$ cat src/rtl/bcid_pkg.sv
package bcid_pkg;

   typedef enum logic {
      DET_STRIP = 1'b0,
      DET_PIXEL = 1'b1
   } det_mode_e;

   localparam int unsigned DEF_CNT_W     = 12;
   localparam int unsigned DEF_ORBIT     = 3564;
   localparam int unsigned DEF_OFF_STRIP = 6;
   localparam int unsigned DEF_OFF_PIXEL = 8;

endpackage

$ cat src/rtl/bcid_xing_counter.sv
module bcid_xing_counter #(
   parameter int unsigned CNT_W = 12,
   parameter int unsigned ORBIT = 3564
) (
   input  logic             clk_i,
   input  logic             rst_ni,
   input  logic             clr_i,
   output logic [CNT_W-1:0] raw_o
);
   localparam logic [CNT_W-1:0] LAST = CNT_W'(ORBIT - 1);
   localparam logic [CNT_W-1:0] ONE  = CNT_W'(1);

   logic [CNT_W-1:0] cnt_q;
   logic [CNT_W-1:0] cnt_d;

   // The crossing that carries the reset strobe is crossing zero.
   assign raw_o = clr_i ? '0 : cnt_q;

   always_comb begin
      if (raw_o == LAST) cnt_d = '0;
      else               cnt_d = raw_o + ONE;
   end

   always_ff @(posedge clk_i) begin
      if (!rst_ni) cnt_q <= '0;
      else         cnt_q <= cnt_d;
   end

endmodule

$ cat src/rtl/bcid_offset_sel.sv
module bcid_offset_sel
   import bcid_pkg::*;
#(
   parameter int unsigned CNT_W     = 12,
   parameter int unsigned OFF_STRIP = 6,
   parameter int unsigned OFF_PIXEL = 8
) (
   input  logic             clk_i,
   input  logic             rst_ni,
   input  logic             load_i,
   input  det_mode_e        mode_i,
   output logic [CNT_W-1:0] off_o,
   output logic [CNT_W-1:0] held_o
);
   localparam logic [CNT_W-1:0] N_STRIP = CNT_W'(OFF_STRIP);
   localparam logic [CNT_W-1:0] N_PIXEL = CNT_W'(OFF_PIXEL);

   logic [CNT_W-1:0] held_q;
   logic [CNT_W-1:0] pick;

   always_comb begin
      unique case (mode_i)
         DET_PIXEL: pick = N_PIXEL;
         default:   pick = N_STRIP;
      endcase
   end

   // A new selection is visible in the reset crossing itself.
   assign off_o  = load_i ? pick : held_q;
   assign held_o = held_q;

   always_ff @(posedge clk_i) begin
      if (!rst_ni)     held_q <= N_STRIP;
      else if (load_i) held_q <= pick;
   end

endmodule

$ cat src/rtl/bcid_wrap_sub.sv
module bcid_wrap_sub #(
   parameter int unsigned CNT_W = 12,
   parameter int unsigned ORBIT = 3564
) (
   input  logic [CNT_W-1:0] raw_i,
   input  logic [CNT_W-1:0] off_i,
   output logic [CNT_W-1:0] id_o
);
   localparam bit POW2 = (ORBIT == (1 << CNT_W));

   generate
      if (POW2) begin : g_natural
         // The orbit fills the counter, so modular subtraction is free.
         assign id_o = raw_i - off_i;
      end else begin : g_compare
         localparam logic [CNT_W-1:0] ORB = CNT_W'(ORBIT);
         logic under;
         assign under = (raw_i < off_i);
         assign id_o  = under ? (raw_i + (ORB - off_i)) : (raw_i - off_i);
      end
   endgenerate

endmodule

$ cat src/rtl/bcid_offset_corrector.sv
module bcid_offset_corrector
   import bcid_pkg::*;
#(
   parameter int unsigned CNT_W     = DEF_CNT_W,
   parameter int unsigned ORBIT     = DEF_ORBIT,
   parameter int unsigned OFF_STRIP = DEF_OFF_STRIP,
   parameter int unsigned OFF_PIXEL = DEF_OFF_PIXEL
) (
   input  logic             clk_i,
   input  logic             rst_ni,
   input  logic             bcr_i,
   input  logic             l1a_i,
   input  logic             mode_i,
   output logic             fe_bcr_o,
   output logic             fe_l1a_o,
   output logic [CNT_W-1:0] bcid_o,
   output logic             bcid_vld_o
);

   initial begin
      assert (CNT_W >= 2 && CNT_W <= 16)
         else $fatal(1, "CNT_W out of range");
      assert (ORBIT >= 2 && ORBIT <= (1 << CNT_W))
         else $fatal(1, "ORBIT does not fit the counter");
      assert (OFF_STRIP < ORBIT && OFF_PIXEL < ORBIT)
         else $fatal(1, "offset must be below the orbit length");
   end

   logic [CNT_W-1:0] raw_cnt;
   logic [CNT_W-1:0] off_eff;
   logic [CNT_W-1:0] off_held;
   logic [CNT_W-1:0] id_corr;
   det_mode_e        mode_e;

   assign mode_e = det_mode_e'(mode_i);

   bcid_xing_counter #(
      .CNT_W (CNT_W),
      .ORBIT (ORBIT)
   ) u_cnt (
      .clk_i  (clk_i),
      .rst_ni (rst_ni),
      .clr_i  (bcr_i),
      .raw_o  (raw_cnt)
   );

   bcid_offset_sel #(
      .CNT_W     (CNT_W),
      .OFF_STRIP (OFF_STRIP),
      .OFF_PIXEL (OFF_PIXEL)
   ) u_off (
      .clk_i  (clk_i),
      .rst_ni (rst_ni),
      .load_i (bcr_i),
      .mode_i (mode_e),
      .off_o  (off_eff),
      .held_o (off_held)
   );

   bcid_wrap_sub #(
      .CNT_W (CNT_W),
      .ORBIT (ORBIT)
   ) u_sub (
      .raw_i (raw_cnt),
      .off_i (off_eff),
      .id_o  (id_corr)
   );

   always_ff @(posedge clk_i) begin
      if (!rst_ni) begin
         fe_bcr_o   <= 1'b0;
         fe_l1a_o   <= 1'b0;
         bcid_vld_o <= 1'b0;
         bcid_o     <= '0;
      end else begin
         fe_bcr_o   <= bcr_i;
         fe_l1a_o   <= l1a_i;
         bcid_vld_o <= l1a_i;
         if (l1a_i) bcid_o <= id_corr;
      end
   end

endmodule

$ cat config.mk
export PLATFORM = sky130hd
export DESIGN_NAME = bcid_offset_corrector
export DESIGN_NICKNAME = d
export VERILOG_FILES = /design/src/rtl/bcid_pkg.sv /design/src/rtl/bcid_xing_counter.sv /design/src/rtl/bcid_offset_sel.sv /design/src/rtl/bcid_wrap_sub.sv /design/src/rtl/bcid_offset_corrector.sv
export SDC_FILE = /design/constraint.sdc
export NUM_CORES = 1
export LEC_CHECK = 0
export BUFFER_PORTS_ARGS = -buffer_cell sky130_fd_sc_hd__buf_2
export CAP_MARGIN = 10
export CORE_UTILIZATION = 50
export DETAILED_ROUTE_END_ITERATION = 6
export PLACE_DENSITY = 0.76
export SKIP_LAST_GASP = 1
export SLEW_MARGIN = 5
export SYNTH_ARGS = -nofsm -noshare
export SYNTH_HDL_FRONTEND = slang
export SYNTH_SLANG_ARGS = --single-unit
export TNS_END_PERCENT = 50
$ cat constraint.sdc
create_clock -name clk_i -period 4.7 [get_ports clk_i]
set_clock_uncertainty 0.05 [all_clocks]
set_input_delay 0.47 -clock clk_i [delete_from_list [all_inputs] [get_ports clk_i]]
set_output_delay 0.47 -clock clk_i [all_outputs]
set_load 0.01 [all_outputs]
Word-level counts from Yosys, hierarchy flattened
Cells that the tools add are included.

Register bits: 38. Input port bits: 5. Output and inout port bits: 15.

Add/sub/neg operators: 4. $lt $le $gt $ge: 1. Eq/ne operators: 1. Mux-type cells: 4. Bitwise gates (word level): 1. Reduce and logical (&&, ||, !) cells: 1.

Operator list (number): 12-bit 2-to-1 mux (3); 12-bit by 1-bit adder with 12-bit output (second input constant) (1); 12-bit adder (1); 12-bit == test (second input constant) (1); 12-bit less-than comparator (1); 12-bit subtractor (1); 12-bit subtractor (first input constant) (1); 4-bit 2-to-1 mux (1); 2-bit OR reduction (1); 1-bit NOT (1).

Depth between registers and ports, before layout
Gate-level depths: netlist of run 1.

Word-level depth: 5. Gate-level depth with buffers: 15. Mapped depth without buffers: 13.

Hierarchy
From an unflattened synthesis of run 1, not the netlist that was laid out.

Cells, all modules: 347. Area total of the unflattened synthesis: 3071.7 um^2.

Modules (own cells, without submodules): bcid_wrap_sub (times used 1, cells an instance 184, area each 1337.5 um^2, seq. area each 0.0 um^2); bcid_xing_counter (times used 1, cells an instance 78, area each 765.7 um^2, seq. area each 240.2 um^2); bcid_offset_corrector (times used 1, cells an instance 44, area each 531.8 um^2, seq. area each 280.3 um^2); bcid_offset_sel (times used 1, cells an instance 41, area each 436.7 um^2, seq. area each 240.2 um^2).

Least setup slack after synthesis of run 1
OpenSTA, ideal clock, no wires.

Path type: input-to-reg. From: in bcr_i. To: reg bcid_o[10]. Setup time: 119 ps. Arrival: 3289 ps. Required time: 4531 ps. Path slack: 1242 ps. Stages on the path: 13. Cell sequence: buf_2 > clkbuf_1 > clkbuf_1 > o21ai_0 > ha_1 > inv_1 > fa_1 > a211oi_2 > o311ai_1 > a311oi_1 > xnor2_1 > o21ai_1 > o221a_1.

Longest elaborated chain between the ends: 4. Elaborated cells between the ends (all ways): 7.

Ends and longest elaborated chain: start, declared (RTL line bcid_offset_corrector.sv:11) `input logic bcr_i,`; 12-bit 2-to-1 mux; 12-bit subtractor (RTL line bcid_wrap_sub.sv:19) `assign id_o = under ? (raw_i + (ORB - off_i)) : (raw_i - off_i);`; 12-bit adder (RTL line bcid_wrap_sub.sv:19); 12-bit 2-to-1 mux * (RTL line bcid_wrap_sub.sv:19); end signal, assigned (RTL line bcid_offset_corrector.sv:79) `if (l1a_i) bcid_o <= id_corr;`; end, declared (RTL line bcid_offset_corrector.sv:16) `output logic [CNT_W-1:0] bcid_o,`.

Mark *: on every way between the ends. The rest lies on a longest branch, timed or not. A chain may end at the register's enable or synchronous reset.

Final worst setup path of run 1
Same ends and word-level chain as after synthesis.

==> results of run 1 <==
-- critical path, cell delays in order --
cell and delay (ns):
buf_2 0.36, o21ai_0 0.28, ha_1 0.29, inv_1 0.11, fa_1 0.46, a211oi_2 0.27, o311ai_1 0.19, a311oi_1 0.37
xnor2_1 0.16, o21ai_1 0.09, o221a_1 0.22
-- final cells by class --
type	instances	area, sq um	share of cell area, %
repair buffers	19	95.09	3.124
inverters	42	157.7	5.179
clock buffers	6	82.58	2.713
multi-input cells	247	1831	60.13
flip-flops and latches	38	760.7	24.99
well taps	70	87.58	2.877
clock inverters	1	30.03	0.9864
-- power by group through the flow --
stage	clock (mW)	combinational, mW	sequential (mW)
CTS	0.295	0.104	0.339
finish	0.288	0.104	0.338
global route	0.309	0.115	0.340
detailed placement	0	0.104	0.346
floorplan	0	0.0725	0.351
global placement	0	0.101	0.346
-- cells in the mapped netlist (3+ instances only) --
library cell	count
dfxtp_1	38
nor2b_1	13
mux2i_1	11
buf_2	3
nor3_1	6
a21oi_1	16
nand2_1	19
ha_1	30
xor2_1	9
o211ai_1	4
inv_1	42
a21o_1	5
and3_1	4
clkbuf_1	6
nand3_1	11
a31oi_1	3
o21ai_0	8
fa_1	5
nand2b_1	15
nor2_1	32
a211oi_1	5
xnor2_1	17
-- sequential cells by signal, indices dropped and copies added (netlist names) --
| name | cells |
|---|---|
| bcid_o | 12 |
| u_cnt.cnt_q | 12 |
| fe_bcr_o | 1 |
| u_off.held_o | 12 |
| bcid_vld_o | 1 |
-- cell families (layout without fill, tap and decap cells) --
| group | after synthesis | count (layout) |
|---|---|---|
| simple gates | 113 | 113 |
| compound gates | 62 | 62 |
| buf+inv | 53 | 68 |
| flops | 38 | 38 |
| fa+ha+maj | 35 | 35 |
| xor+xnor | 26 | 26 |
| mux | 11 | 11 |
-- routing by layer --
metal | track usage, % | wire length, um | vias up
met5 | 0 | 0 | -
met3 | 3.452 | 156 | 7
met2 | 32.50 | 2427 | 30
li1 | - | - | 1163
met1 | 27.25 | 2937 | 1014
met4 | 6.154 | 61 | 0
-- metrics by stage --
step / instance area (sq um) / hold slack (ns) / util [%] / instances / setup slack (ns)
final: 3044 / 0.4202 / 58.12 / 423 / 1.553
after global routing: 3044 / 0.4341 / 58.12 / 423 / 1.339
after CTS: 3044 / 0.4230 / 58.12 / 423 / 1.561
after detailed placement: 2932 / 0.4110 / 55.97 / 416 / 1.293
after global placement: 2932 / 0.4036 / 55.97 / 416 / 1.360
after floorplan: 2801 / 0.3893 / - / 338 / 1.242
-- how the worst max path moves through the flow --
stage,from,to,cells past startpoint
2_1_floorplan,bcr_i,bcid_o[10],13
3_3_place_gp,bcr_i,bcid_o[10],11
3_5_place_dp,bcr_i,bcid_o[10],11
4_1_cts,bcr_i,bcid_o[10],11
5_1_grt,bcr_i,bcid_o[10],11
6_report,bcr_i,bcid_o[10],11
==> metrics.cfg, run 1 <==
[outcome]
status = finished, final reports clean

[detailed_routing]
ant_nets = 0
wl_per_cell_um = 13.20
drc = 0
num_vias = 2214
dr.first_iter.drc_count = 113
routed_wirelength_um = 5582
viasPerCell = 5.234
dr.pass1.iters = 4

[logic_synthesis]
syn-cell-area_sq_um = 2801
synth-edff-count = 0
synth-compound-area-share_pct = 16.12
ys_seq_area_share_pct = 27.15
synth_flop_cell = dfxtp_1
async_reset_ff_share_pct = 0
synth.area.top_cells = dfxtp_1 (27%), ha_1 (13%), inv_1 (5.6%), xnor2_1 (5.3%), nor2_1 (4.3%)
synth_top_cell_by_area = dfxtp_1
ys_seq_elements = 38
syn_area_per_cell_sq_um = 8.288
yosysUniqueCellTypes = 49
syn_nets = 378
synth_top_family_by_area = simple AND/OR/NAND/NOR gates
synth.top_cell.area_share_pct = 27.15
ys_warn_count = 0
synth-adder-area-share_pct = 16.97
synthCells = 338
yosys.area_share.simple_pct = 20.19
synth-xor-area-share_pct = 8.129
synth_mux_area_share_pct = 3.930

[critical_path]
crit_path_start_kind = input port
cp_max_fo = 28
crit_arrival_ns = 3.29
critical_path_required_ns = 4.84
timing.setup.critical_path_class = in -> reg
r2r-end = bcid_o[10]
cp-end-kind = flip-flop
timing.rr.start = u_off.held_o[1]
reg2regPathDepth = 10
rrSetupSlack_ns = 1.75

[floorplan]
die-width_um = 76.85
die_h_um = 76.85
die-area_sq_um = 5906
rows = 26
pin_count = 20
core_area_sq_um = 5238
start_util_pct = 53.49

[clocking]
cts_tree = done
cts_resized = 0
ctsHoldBuffers = 0
clkLatencyLatePin_ns = 0.30
numCtsBuffers = 5
cts.sinks = 38
cts.clk_slew.worst_paths_ns = 0.08
h-tree-depth = 2
postCtsSetupRepairBufs = 0
cts-root-buf = clkbuf_8
cts_buffer_depth = 2

[worst_hold_path]
min_to = u_off.held_o[4]
hold-path-cell-count = 2
min_from = u_off.held_o[4]
hp-class = reg -> reg

[sta]
setup_viol = 0
setup_tns_ns = 0
max_freq_mhz = 317.8
tightest_slew_ns = 0.9859
maxSlewViolCount = 0
period_needed_ns = 3.147
slew_headroom_pct = 33.55
fin_crit_sh_pct = 66.95
rsz0062_at_grt = false
finalHoldViolCount = 0

[layout]
nFillCells = 491
final_cell_mix = inv_1 (42), dfxtp_1 (38), nor2_1 (32), ha_1 (30)
nets = 393
n_antenna_cell = 0
final_common_cell = inv_1
area_growth_pct = 8.665
layout-drive-gt1-share_pct = 10.48

[flow_run]
drv_cap = 0

[place]
hpwl_um = 4329
io_buffers = 19
gp_congestion = 0.8483

[power]
p_total_uw = 730.2
sequentialPowerShare_pct = 46.3
pwr-share-clk_pct = 39.5
combPwrFrac_pct = 14.2
max-vdd-ir-drop_v = 0.0001792
switching_share_pct = 25.01
powerDensity_nw_per_um2 = 239.9
p_int_uw = 547.5
p_leak_nw = 1.405
p_switching_uw = 182.6

[grt]
grt_first_pass_wirelength_um = 9563
track_usage_pct = 20.17
antenna_found_initial = 0
grt_pass1_vias = 2158
overflow = 0
grt_max_degree = 29

Note: power is estimated with default switching activity, not from simulation.
==> run 2, diff against run 1 <==
--- a/config.mk
+++ b/config.mk
@@ -9,7 +9,7 @@
 export CAP_MARGIN = 10
 export CORE_UTILIZATION = 50
 export DETAILED_ROUTE_END_ITERATION = 6
-export PLACE_DENSITY = 0.76
+export PLACE_DENSITY = 0.79
 export SKIP_LAST_GASP = 1
 export SLEW_MARGIN = 5
 export SYNTH_ARGS = -nofsm -noshare
==> constraint.sdc (replaced) <==
create_clock -name clk_i -period 2.7 [get_ports clk_i]
set_clock_uncertainty 0.05 [all_clocks]
set_input_delay 0.27 -clock clk_i [delete_from_list [all_inputs] [get_ports clk_i]]
set_output_delay 0.27 -clock clk_i [all_outputs]
set_load 0.01 [all_outputs]
==> run 2 against run 1 <==
Effect of this change:
- hold slack worse by 0.18 ns
- first-iteration DRC count up 15%
- clock power up 110%
- sequential cell count unchanged
- total power increased by 98%
- critical path depth fell by 1
- critical path type is now reg -> reg
- combinational power rose by 140%
- setup slack got worse by 1.5 ns
- routed wire length increased by 24%
- register-to-register slack lost 1.7 ns
==> metrics.cfg, run 2 (synthesized netlist as in run 1, its figures left out) <==
[outcome]
status = finished, final reports clean

[detailed_routing]
dr.pass1.iters = 4  ; unchanged
highest_layer = met4
dr_wl_met3_um = 372  ; +140%
dr.first_iter.drc_count = 130  ; +15%
wirelength_met1_um = 3124  ; +6.4%
routed_wirelength_um = 6943  ; +24%
ant_nets = 0  ; unchanged
route.met2.wl_um = 3230  ; +33%
num_vias = 2512  ; +13%
wl_per_cell_um = 14.43  ; +9.4%
viasPerCell = 5.222  ; -0.22%
drc = 0  ; unchanged

[power]
p_leak_nw = 1.703  ; +21%
p_switching_uw = 350.5  ; +92%
powerDensity_nw_per_um2 = 398.3  ; +66%
combPwrFrac_pct = 16.9  ; +2.7 points
pwr-share-clk_pct = 42.2  ; +2.7 points
p_int_mw = 1.094  ; +100%
switching_share_pct = 24.27  ; -0.74 points
max-vdd-ir-drop_v = 0.0003336  ; +86%
sequentialPowerShare_pct = 40.9  ; -5.4 points

[sta]
setup_slack_ns = 0.08496  ; -1.468 ns
tightest_slew_ns = 0.5328  ; -0.4532 ns
max_freq_mhz = 382.4
period_needed_ns = 2.615
fin_crit_sh_pct = 96.85
rsz0062_at_grt = true
setup_viol = 0  ; unchanged
whs_ns = 0.2403  ; -0.1798 ns
maxSlewViolCount = 0  ; unchanged
finalHoldViolCount = 0  ; unchanged
slew_headroom_pct = 64.44  ; +31 points

[critical_path]
critical_path_required_ns = 2.84  ; -2.00 ns
crit_arrival_ns = 2.76  ; -0.53 ns
crit_path_start_kind = flip-flop
timing.setup.critical_path_class = reg -> reg
cp_max_fo = 2  ; -93%
cp-end-kind = flip-flop

[floorplan]
rows = 26  ; unchanged
die_h_um = 76.85  ; unchanged
start_util_pct = 53.49  ; unchanged
pin_count = 20  ; unchanged
die-area_sq_um = 5906  ; unchanged
die-width_um = 76.85  ; unchanged
core_area_sq_um = 5238  ; unchanged

[place]
gp_congestion = 0.8459  ; -0.28%
io_buffers = 19  ; unchanged
dpl_worst_slack_ns = -0.2020  ; -1.495 ns
hpwl_um = 5152  ; +19%

[layout]
final_cell_mix = buf_4 (56), inv_1 (39), dfxtp_1 (36), nor2_1 (32), ha_1 (27)
layout-drive-gt1-share_pct = 28.95  ; +18 points
nets = 450  ; +15%
area_growth_pct = 29.43
nFillCells = 417  ; -15%
n_antenna_cell = 0  ; unchanged
final_common_cell = buf_4

[clocking]
numCtsBuffers = 5  ; unchanged
h-tree-depth = 2  ; unchanged
cts_buffer_depth = 2  ; unchanged
clkLatencyLatePin_ns = 0.30  ; about the same
cts.clk_slew.worst_paths_ns = 0.08  ; about the same
cts-root-buf = clkbuf_8
cts_tree = done
cts.sinks = 38  ; unchanged

[flow_run]
drv_cap = 0  ; unchanged

[grt]
antenna_found_initial = 0  ; unchanged
overflow = 0  ; unchanged
grt_pass1_vias = 2501  ; +16%
grt_first_pass_wirelength_um = 11210  ; +17%
grt_max_degree = 22  ; -24%
track_usage_pct = 24.10  ; +3.9 points

[worst_hold_path]
hp-class = in -> reg

==> run 2: routing by layer <==
metal	vias up	global-route usage, %
met5	-	0
met4	0	11.73
met3	20	4.286
met2	77	41.07
met1	1139	29.03
li1	1276	-
==> run 2: cell type report <==
class / instances / area (sq um) / area share (%)
multi-input combinational: 247 / 1939 / 53.49
timing repair buffer: 76 / 535.5 / 14.77
tap: 70 / 87.58 / 2.415
clock buffer: 6 / 82.58 / 2.277
clock inverter: 2 / 60.06 / 1.656
sequential: 38 / 763.2 / 21.05
inverter: 42 / 157.7 / 4.348
==> run 2: power groups by stage <==
stage | clock (mW) | combinational (mW) | sequential, mW
CTS | 0.623 | 0.229 | 0.590
global route | 0.642 | 0.266 | 0.594
floorplan | 0 | 0.137 | 0.611
detailed placement | 0 | 0.224 | 0.604
global placement | 0 | 0.217 | 0.603
finish | 0.609 | 0.245 | 0.591
==> run 2: worst paths after layout <==
path	cells past startpoint	to	startpoint	slack, ns
hold reg to reg	2	u_off.held_o[11]	u_off.held_o[11]	0.42
hold / removal	2	u_off.held_o[1]	rst_ni	0.24
setup / recovery	10	bcid_o[10]	u_off.held_o[1]	0.08
setup reg to reg	10	bcid_o[10]	u_off.held_o[1]	0.08
==> run 2: timing repair <==
item	in CTS	in global routing
endpoints found under the setup margin	1	5
pin swaps	1	15
gates resized for setup	0	20
hold buffers	0	0
buffers inserted	0	3
==> run 2: stage by stage <==
stage          setup TNS (ns)  power [mW]  util [%]  area (sq um)  instances
2_1_floorplan         -0.1305      0.7487         -          2874        338
3_3_place_gp          -0.3322      0.8198     64.62          3385        470
3_5_place_dp          -0.7210      0.8278     64.62          3385        470
4_1_cts                     0       1.442     67.34          3527        478
5_1_grt              -0.05133       1.502     69.23          3626        481
6_report                    0       1.444     69.23          3626        481
==> run 2: worst max-delay path, stage by stage, from the launching register on <==
cell,delay (ns)
dfxtp_1,0.33
o21ai_4,0.18
ha_4,0.16
inv_2,0.05
fa_1,0.59
a211oi_2,0.10
o311ai_2,0.38
a311oi_2,0.17
xnor2_1,0.19
o21ai_1,0.08
o221a_1,0.21
==> run 3, diff against run 2 <==
--- a/config.mk
+++ b/config.mk
@@ -7,9 +7,9 @@
 export LEC_CHECK = 0
 export BUFFER_PORTS_ARGS = -buffer_cell sky130_fd_sc_hd__buf_2
 export CAP_MARGIN = 10
-export CORE_UTILIZATION = 50
+export CORE_UTILIZATION = 55
 export DETAILED_ROUTE_END_ITERATION = 6
-export PLACE_DENSITY = 0.79
+export PLACE_DENSITY = 0.85
 export SKIP_LAST_GASP = 1
 export SLEW_MARGIN = 5
 export SYNTH_ARGS = -nofsm -noshare
==> run 3 against run 2 <==
Effect of this change:
- clock power is 2% higher
- largest power group unchanged
- final area is 0.28% higher
- critical endpoint is now bcid_o[8]
- hold slack worse by 0.014 ns
- global-route usage is 4.1 points higher
- setup slack worse by 0.028 ns
- sequential share of layout area is 0.058 points lower
==> metrics.cfg, run 3 (synthesized netlist as in run 1, its figures left out) <==
[outcome]
status = finished, final reports clean

[layout]
final_cell_mix = buf_4 (52), inv_1 (40), dfxtp_1 (36), nor2_1 (32), ha_1 (28)
post-route-util_pct = 75.48  ; +6.2 points
n_antenna_cell = 0  ; unchanged
area_growth_pct = 29.79
final_cells = 474  ; -1.5%
layout-drive-gt1-share_pct = 29.24  ; +0.28 points
nets = 446  ; -0.89%
final_common_cell = buf_4

[power]
sequentialPowerShare_pct = 40.4  ; -0.5 points
p_switching_uw = 368.1  ; +5.0%
powerDensity_nw_per_um2 = 402.3  ; +1.0%
combPwrFrac_pct = 17.2  ; +0.3 points
pwr-share-clk_pct = 42.4  ; +0.2 points
max-vdd-ir-drop_v = 0.0004541  ; +36%
p_int_mw = 1.095  ; about the same
p_leak_nw = 1.725  ; +1.3%
switching_share_pct = 25.16  ; +0.89 points

[detailed_routing]
ant_nets = 0  ; unchanged
num_vias = 2640  ; +5.1%
drc = 0  ; unchanged
wl_per_cell_um = 16.17  ; +12%
dr.first_iter.drc_count = 235  ; +81%
dr.pass1.iters = 4  ; unchanged
viasPerCell = 5.570  ; +6.6%
routed_wirelength_um = 7665  ; +10%

[sta]
tightest_slew_ns = 0.5898  ; +0.05702 ns
slew_headroom_pct = 60.25  ; -4.2 points
max_freq_mhz = 378.3  ; -1.1%
fin_crit_sh_pct = 97.90  ; +1.0 points
setup_tns_ns = 0  ; unchanged
finalHoldViolCount = 0  ; unchanged
maxSlewViolCount = 0  ; unchanged
period_needed_ns = 2.643  ; +0.02825 ns
setup_viol = 0  ; unchanged

[grt]
track_usage_pct = 28.19  ; +4.1 points
grt_pass1_vias = 2597  ; +3.8%
overflow = 0  ; unchanged
antenna_found_initial = 0  ; unchanged
grt_max_degree = 22  ; unchanged
grt_first_pass_wirelength_um = 11570  ; +3.3%

[floorplan]
die_h_um = 73.37  ; -4.5%
pin_count = 20  ; unchanged
die-area_sq_um = 5383  ; -8.9%
die-width_um = 73.37  ; -4.5%
rows = 25  ; -3.8%
start_util_pct = 58.16  ; +4.7 points
core_area_sq_um = 4817  ; -8.0%

[critical_path]
timing.setup.critical_path_class = in -> reg
cp-end-kind = flip-flop
cp_max_fo = 8  ; +6
crit_arrival_ns = 2.84  ; +0.08 ns
rrSetupSlack_ns = 0.07  ; about the same
crit_path_start_kind = input port
r2r-end = bcid_o[8]
crit_start = bcr_i
timing.rr.start = u_cnt.cnt_q[4]
crit_path_end = bcid_o[8]
critical_path_required_ns = 2.90  ; +0.06 ns
reg2regPathDepth = 9  ; -1

[place]
hpwl_um = 5296  ; +2.8%
io_buffers = 19  ; unchanged
dp_cells = 464  ; -1.3%
gp_congestion = 0.8652  ; +2.3%

[clocking]
cts.sinks = 38  ; unchanged
clkLatencyLatePin_ns = 0.31  ; about the same
h-tree-depth = 2  ; unchanged
cts_tree = done
cts_buffer_depth = 2  ; unchanged
numCtsBuffers = 5  ; unchanged
ctsHoldBuffers = 0  ; unchanged
cts-root-buf = clkbuf_8
cts.clk_slew.worst_paths_ns = 0.08  ; about the same

[flow_run]
drv_cap = 0  ; unchanged

[worst_hold_path]
hp-class = in -> reg

run 3: metrics by stage:
stage	instance area, sq um	power [mW]	worst slack [ns]	hold slack (ns)
finish	3636	1.463	0.05672	0.2268
detailed placement	3358	0.8283	-0.3012	0.4097
global route	3636	1.513	-0.02916	0.2444
global placement	3358	0.8187	-0.1794	0.4057
CTS	3522	1.440	-0.005609	0.2280
floorplan	2874	0.7487	-0.09128	0.3852
run 3: power by group through the flow:
stage / Clock (mW) / Combinational (mW) / Sequential (mW)
global placement: 0 / 0.216 / 0.603
global route: 0.649 / 0.270 / 0.594
finish: 0.620 / 0.252 / 0.591
CTS: 0.619 / 0.230 / 0.590
floorplan: 0 / 0.137 / 0.611
detailed placement: 0 / 0.225 / 0.604
run 3: per-layer routing:
metal	wire, um	share of wire, %	vias to the layer above	track usage (%)
met5	0	0	-	0
met4	338	4.4	0	12.39
met3	462	6.0	36	4.664
met2	3737	49	112	49.59
met1	3126	41	1228	33.70
li1	-	-	1264	-
run 3: cell type report:
| class | count | area [sq um] |
|---|---|---|
| clock buffer | 6 | 82.58 |
| clock inverter | 2 | 60.06 |
| fill | 342 | 1181 |
| inverter | 42 | 157.7 |
| multi-input combinational | 247 | 1977 |
| sequential | 38 | 763.2 |
| tap | 67 | 83.83 |
| timing repair buffer | 72 | 511.7 |
run 3: critical path, cell delays in order:
cell      delay [ns]
buf_4           0.17
buf_6           0.15
nand2b_1        0.17
ha_1            0.25
fa_1            0.52
nand2b_4        0.20
or3_1           0.43
a21oi_2         0.23
xor2_1          0.19
mux2i_1         0.11
a21oi_1         0.14
run 3: what timing repair did:
| action | in CTS | in global routing |
|---|---|---|
| resized for setup | 4 | 25 |
| buffers inserted | 1 | 1 |
| endpoints found under the setup margin | 4 | 8 |
| pin swaps | 3 | 4 |
run 3: how the worst min path moves through the flow:
stage               slack, ns             start  cells past startpoint                to
finish                   0.23            rst_ni                      2   u_off.held_o[2]
global route             0.24            rst_ni                      2   u_off.held_o[2]
CTS                      0.23            rst_ni                      2   u_off.held_o[2]
detailed placement       0.41  u_off.held_o[11]                      2  u_off.held_o[11]
global placement         0.41         bcid_o[9]                      2         bcid_o[9]
floorplan                0.39             l1a_i                      2        bcid_vld_o
